## config.mk

```make
export PLATFORM = sky130hd
export DESIGN_NAME = irqc_top
export DESIGN_NICKNAME = d
export VERILOG_FILES = /design/src/rtl/irqc_pkg.sv /design/src/rtl/irqc_bus_dec.sv /design/src/rtl/irqc_state.sv /design/src/rtl/irqc_pick.sv /design/src/rtl/irqc_top.sv
export SDC_FILE = /design/constraint.sdc
export NUM_CORES = 1
export LEC_CHECK = 0
export ABC_AREA = 1
export BUFFER_PORTS_ARGS = -buffer_cell sky130_fd_sc_hd__buf_2
export CORE_MARGIN = 2
export CORE_UTILIZATION = 45
export DETAILED_ROUTE_END_ITERATION = 6
export HOLD_SLACK_MARGIN = 0.12
export PLACE_DENSITY = 0.69
export SKIP_LAST_GASP = 1
export SYNTH_ARGS = -nofsm -noshare
export SYNTH_HDL_FRONTEND = slang
export SYNTH_SLANG_ARGS = --single-unit
```

## constraint.sdc

```tcl
create_clock -name clk -period 6.7 [get_ports clk]
set_input_delay 1.34 -clock clk [delete_from_list [all_inputs] [get_ports clk]]
set_output_delay 1.34 -clock clk [all_outputs]
set_load 0.01 [all_outputs]
```

## src/rtl/irqc_pkg.sv

```systemverilog
package irqc_pkg;

    localparam int unsigned MAX_LINES = 32;

    typedef logic [MAX_LINES-1:0] line_vec_t;

    // byte offsets of the split set/clear aliases
    localparam logic [11:0] OFF_EN_SET = 12'h100;
    localparam logic [11:0] OFF_EN_CLR = 12'h180;
    localparam logic [11:0] OFF_PD_SET = 12'h200;
    localparam logic [11:0] OFF_PD_CLR = 12'h280;

    typedef enum logic [2:0] {
        SEL_NONE,
        SEL_EN_SET,
        SEL_EN_CLR,
        SEL_PD_SET,
        SEL_PD_CLR
    } reg_sel_e;

    typedef struct packed {
        line_vec_t en;
        line_vec_t pend;
    } irqc_state_t;

    typedef struct packed {
        line_vec_t en_set;
        line_vec_t en_clr;
        line_vec_t pd_set;
        line_vec_t pd_clr;
    } irqc_wr_t;

endpackage

```

## src/rtl/irqc_bus_dec.sv

```systemverilog
module irqc_bus_dec
    import irqc_pkg::*;
#(
    parameter int unsigned N_LINES = 32,
    parameter int unsigned ADDR_W  = 12
) (
    input  logic [ADDR_W-1:0] bus_addr,
    input  logic              bus_wr,
    input  logic [31:0]       bus_wdata,
    input  line_vec_t         en_q,
    input  line_vec_t         pend_q,
    output irqc_wr_t          wr_d,
    output logic [31:0]       rdata_d
);

    localparam line_vec_t LINE_MASK =
        (N_LINES >= MAX_LINES) ? '1 : line_vec_t'((64'd1 << N_LINES) - 64'd1);

    reg_sel_e  sel_d;
    line_vec_t wmask_d;

    always_comb begin
        sel_d = SEL_NONE;
        if (bus_addr[1:0] == 2'b00) begin
            if (bus_addr == ADDR_W'(OFF_EN_SET))      sel_d = SEL_EN_SET;
            else if (bus_addr == ADDR_W'(OFF_EN_CLR)) sel_d = SEL_EN_CLR;
            else if (bus_addr == ADDR_W'(OFF_PD_SET)) sel_d = SEL_PD_SET;
            else if (bus_addr == ADDR_W'(OFF_PD_CLR)) sel_d = SEL_PD_CLR;
        end
    end

    always_comb begin
        wmask_d = bus_wr ? (bus_wdata & LINE_MASK) : '0;
        wr_d    = '0;
        rdata_d = '0;
        unique case (sel_d)
            SEL_EN_SET: begin wr_d.en_set = wmask_d; rdata_d = en_q;   end
            SEL_EN_CLR: begin wr_d.en_clr = wmask_d; rdata_d = en_q;   end
            SEL_PD_SET: begin wr_d.pd_set = wmask_d; rdata_d = pend_q; end
            SEL_PD_CLR: begin wr_d.pd_clr = wmask_d; rdata_d = pend_q; end
            default:    rdata_d = '0;
        endcase
    end

endmodule

```

## src/rtl/irqc_state.sv

```systemverilog
module irqc_state
    import irqc_pkg::*;
#(
    parameter int unsigned N_LINES = 32,
    localparam int unsigned IDX_W  = $clog2(N_LINES)
) (
    input  logic               clk,
    input  logic               rst_n,
    input  logic [N_LINES-1:0] irq_lines,
    input  irqc_wr_t           wr_d,
    input  logic               ack_valid,
    input  logic [IDX_W-1:0]   ack_index,
    output line_vec_t          en_q,
    output line_vec_t          pend_q
);

    localparam line_vec_t LINE_MASK =
        (N_LINES >= MAX_LINES) ? '1 : line_vec_t'((64'd1 << N_LINES) - 64'd1);

    irqc_state_t st_d, st_q;
    line_vec_t   hw_d;
    line_vec_t   ack_d;

    generate
        if (N_LINES >= MAX_LINES) begin : g_full
            assign hw_d = line_vec_t'(irq_lines[MAX_LINES-1:0]);
        end else begin : g_part
            assign hw_d = {{(MAX_LINES-N_LINES){1'b0}}, irq_lines};
        end
    endgenerate

    always_comb begin
        ack_d = '0;
        if (ack_valid && (32'(ack_index) < N_LINES)) begin
            ack_d[ack_index] = 1'b1;
        end
        st_d.en   = ((st_q.en | wr_d.en_set) & ~wr_d.en_clr) & LINE_MASK;
        // precedence: sw clear < hw set < acknowledge
        st_d.pend = ((((st_q.pend | wr_d.pd_set) & ~wr_d.pd_clr) | hw_d) & ~ack_d)
                    & LINE_MASK;
    end

    always_ff @(posedge clk) begin
        if (!rst_n) st_q <= '0;
        else        st_q <= st_d;
    end

    assign en_q   = st_q.en;
    assign pend_q = st_q.pend;

endmodule

```

## src/rtl/irqc_pick.sv

```systemverilog
module irqc_pick
    import irqc_pkg::*;
#(
    parameter int unsigned N_LINES = 32,
    localparam int unsigned IDX_W  = $clog2(N_LINES)
) (
    input  line_vec_t        en_q,
    input  line_vec_t        pend_q,
    input  logic             mask_all,
    output logic             req_valid,
    output logic [IDX_W-1:0] req_index
);

    logic [N_LINES-1:0] live_d;

    genvar g;
    generate
        for (g = 0; g < N_LINES; g++) begin : g_live
            assign live_d[g] = en_q[g] & pend_q[g];
        end
    endgenerate

    always_comb begin
        req_index = '0;
        for (int i = N_LINES - 1; i >= 0; i--) begin
            if (live_d[i]) req_index = IDX_W'(i);
        end
        req_valid = (|live_d) & ~mask_all;
    end

endmodule

```

## src/rtl/irqc_top.sv

```systemverilog
module irqc_top
    import irqc_pkg::*;
#(
    parameter int unsigned N_LINES = 32,
    parameter int unsigned ADDR_W  = 12,
    localparam int unsigned IDX_W  = $clog2(N_LINES)
) (
    input  logic               clk,
    input  logic               rst_n,
    input  logic [ADDR_W-1:0]  bus_addr,
    input  logic               bus_wr,
    input  logic [31:0]        bus_wdata,
    output logic [31:0]        bus_rdata,
    input  logic [N_LINES-1:0] irq_lines,
    input  logic               mask_all,
    input  logic               ack_valid,
    input  logic [IDX_W-1:0]   ack_index,
    output logic               req_valid,
    output logic [IDX_W-1:0]   req_index
);

    irqc_wr_t  wr_d;
    line_vec_t en_q;
    line_vec_t pend_q;

    irqc_bus_dec #(.N_LINES(N_LINES), .ADDR_W(ADDR_W)) u_dec (
        .bus_addr  (bus_addr),
        .bus_wr    (bus_wr),
        .bus_wdata (bus_wdata),
        .en_q      (en_q),
        .pend_q    (pend_q),
        .wr_d      (wr_d),
        .rdata_d   (bus_rdata)
    );

    irqc_state #(.N_LINES(N_LINES)) u_state (
        .clk       (clk),
        .rst_n     (rst_n),
        .irq_lines (irq_lines),
        .wr_d      (wr_d),
        .ack_valid (ack_valid),
        .ack_index (ack_index),
        .en_q      (en_q),
        .pend_q    (pend_q)
    );

    irqc_pick #(.N_LINES(N_LINES)) u_pick (
        .en_q      (en_q),
        .pend_q    (pend_q),
        .mask_all  (mask_all),
        .req_valid (req_valid),
        .req_index (req_index)
    );

endmodule

```

==> reports/qor.yml <==
outcome:
  outcome: "finished clean"
sta:
  slew_headroom: 0.194
  fin_crit_sh: 0.708
  max_freq_ghz: 0.211
  rsz0062_at_grt: "no"
  setup_viol: 0
  fin_crit_ps: 4740
  finalSetupTns_ps: 0
  final_hold_viol_count: 0
  clock_skew_ps: 0
  final_max_slew_viol_count: 0
  tightest_slew_ps: 1210
clock_tree:
  ctsLongestPathBuffers: 2
  cts_sinks: 64
  cts_resized: 0
  cts_tree: "built"
  clkLatencyLatePin_ps: 340
  cts_hold_buf: 0
  cts-htree-levels: 3
  root_buffer: "clkbuf_8"
  path_clk_slew_ps: 70
  cts_buffers: 9
  post-cts-setup-buffers: 0
worst_setup_path:
  crit_required_ps: 5360
  crit_path_end_kind: "primary output"
  worstSetupStartpoint: "bus_addr[1]"
  max_stage_delay_ps: 590
  cp_top_family: "simple AND/OR/NAND/NOR gates"
  worstReg2RegStart: "u_state.pend_q[3]$_SDFF_PN0_"
  path_cells: "buf_2 > or4_1 > nor4_2 > o21ai_2 > buf_4 > o22ai_1 > buf_2"
  crit_slowest_cell: "or4_1"
  crit_arrival_ps: 3400
  critPathKind: "input port to primary output"
  crit_top_cell: "buf_2"
  crit_buf_inv: 3
  start_kind: "input port"
  cp_max_fo: 17
power:
  swShare: 0.263
  p_sw_w: 0.000218
  power_density_mw_per_mm2: 177
  pwr-share-comb: 0.117
  ir_worst_vdd_mv: 0.105
  leakage_nw: 2.30
  clkPwrFrac: 0.399
  seqPwrFrac: 0.484
  internal_power_w: 0.000612
drt:
  via_per_inst: 5.29
  drc_errors: 0
  route.detailed.wl_per_inst_um: 14.6
  vias: 4479
  drtAntennaViolNets: 0
  wl_um: 12400
  drt_first_pass_iters: 5
  drtIter0Drc: 355
yosys:
  yosysSeqAreaShare: 0.336
  avgSynthCellArea_um2: 6.11
  synth_cells: 624
  synth_area_mm2: 0.00381
  synth-seq-cells: 64
  syn_nets: 710
  yosysWarnings: 0
  yosysUniqueCellTypes: 23
flow_run:
  drv_cap: 0
final_layout:
  layout.nets: 823
  antenna_cells: 0
  fin_area_mm2: 0.00469
  syn_to_final_growth_pct: 23.1
  drive_above_1_share: 0.209
global_routing:
  overflow: 0
  grt_usage: 0.275
  grt_max_degree: 34
  antenna_found_initial: 0
  first_global_vias: 4077
  grt_first_pass_wirelength_um: 19300
placed_design:
  dp_hpwl_um: 8540
  gp_congestion: 0.875
  portBuffers: 123
  placed_area_mm2: 0.00451
floorplan:
  dieHeight_um: 96.0
  core_area_mm2: 0.00822
  start_util: 0.464
  pin_count: 124
  die_area_mm2: 0.00922
  num_rows: 33
  die_w_um: 96.0
worst_hold_path:
  worstHoldStart: "u_state.en_q[0]$_SDFF_PN0_"
  hold_class: "register to register"
[layout make-up]
| class | instances | area [µm²] |
|---|---|---|
| fillers | 863 | 3520 |
| multi-input cells | 427 | 2040 |
| flip-flops and latches | 64 | 1280 |
| repair buffers | 129 | 661 |
| inverters | 106 | 398 |
| clock buffers | 12 | 145 |
| well taps | 105 | 131 |
| clock inverters | 3 | 42.5 |
[registers in the layout, summed over array words and instances, names as in the netlist]
name            cells
u_state.pend_q     32
u_state.en_q       32
[path summary, 6_finish.rpt]
| path | slack [ps] | depth (start not counted) | to |
|---|---|---|---|
| worst max-delay path | 1960 | 7 | bus_rdata[19] |
| worst min-delay path | 570 | 4 | u_state.en_q[0]$_SDFF_PN0_ |
| worst max register to register | 5920 | 4 | u_state.pend_q[3]$_SDFF_PN0_ |
| worst min register to register | 570 | 4 | u_state.en_q[0]$_SDFF_PN0_ |
[cells in the final DEF (no fill, tap or decap), drive strengths merged]
| master | count |
|---|---|
| clkinvlp | 1 |
| nand3 | 12 |
| nor3 | 2 |
| nor4 | 2 |
| or2 | 2 |
| a31oi | 3 |
| a21boi | 1 |
| inv | 106 |
| nand2 | 121 |
| o21ai | 162 |
| a21oi | 34 |
| o21bai | 1 |
| or4 | 1 |
| o31ai | 1 |
| dfxtp | 64 |
| o22ai | 32 |
| bufinv | 1 |
| buf | 129 |
| nor2 | 53 |
| clkbuf | 12 |
| clkinv | 1 |
[worst register-to-register path, delay by kind of cell (launching register included)]
family	cells	cell delay, ps
flip-flops	1	350
AO/OA/AOI/OAI	3	300
buffers and inverters	1	60
[stage by stage]
step / hold WS, ps / power (W) / cells / setup slack [ps] / util
2_1_floorplan: 534 / 0.000464 / 624 / 2530 / -
3_3_place_gp: 548 / 0.000504 / 831 / 2040 / 0.549
3_5_place_dp: 561 / 0.000506 / 831 / 1960 / 0.549
4_1_cts: 574 / 0.000831 / 846 / 1960 / 0.571
5_1_grt: 626 / 0.000864 / 846 / 1780 / 0.571
6_report: 570 / 0.000831 / 846 / 1960 / 0.571
[cells in the mapped netlist, drive strengths merged]
library cell,instances,share of area
o21ai,162,0.21
nand2,121,0.13
inv,106,0.10
dfxtp,64,0.34
nor2,53,0.052
a21oi,34,0.046
o22ai,32,0.053
clkbuf,24,0.024
nand3,12,0.016
a31oi,3,0.0049
buf,3,0.0039
nor3,2,0.0026
nor4,2,0.0089
or2,2,0.0033
a21boi,1,0.0020
o21bai,1,0.0020
o31ai,1,0.0020
or4,1,0.0020
[cells by family after synthesis]
group | after synthesis | share of synthesized area
AO/OA/AOI/OAI | 234 | 0.322
flip-flops | 64 | 0.336
buffers and inverters | 133 | 0.132
AND/OR/NAND/NOR | 193 | 0.210
[power groups by stage]
stage          registers, W  clock network [W]  logic (W)
3_5_place_dp       0.000411                  0  0.0000955
3_3_place_gp       0.000410                  0  0.0000937
4_1_cts            0.000402           0.000333  0.0000958
2_1_floorplan      0.000409                  0  0.0000546
6_report           0.000402           0.000332  0.0000968
5_1_grt            0.000404           0.000350   0.000110
[metal layers]
metal / vias up / global-route usage / part of all wire
li1: 2279 / - / -
met5: - / 0 / 0
met3: 25 / 0.0352 / 0.078
met2: 185 / 0.444 / 0.45
met1: 1990 / 0.373 / 0.44
met4: 0 / 0.107 / 0.025
No activity file was read; power rests on OpenSTA's default activity.
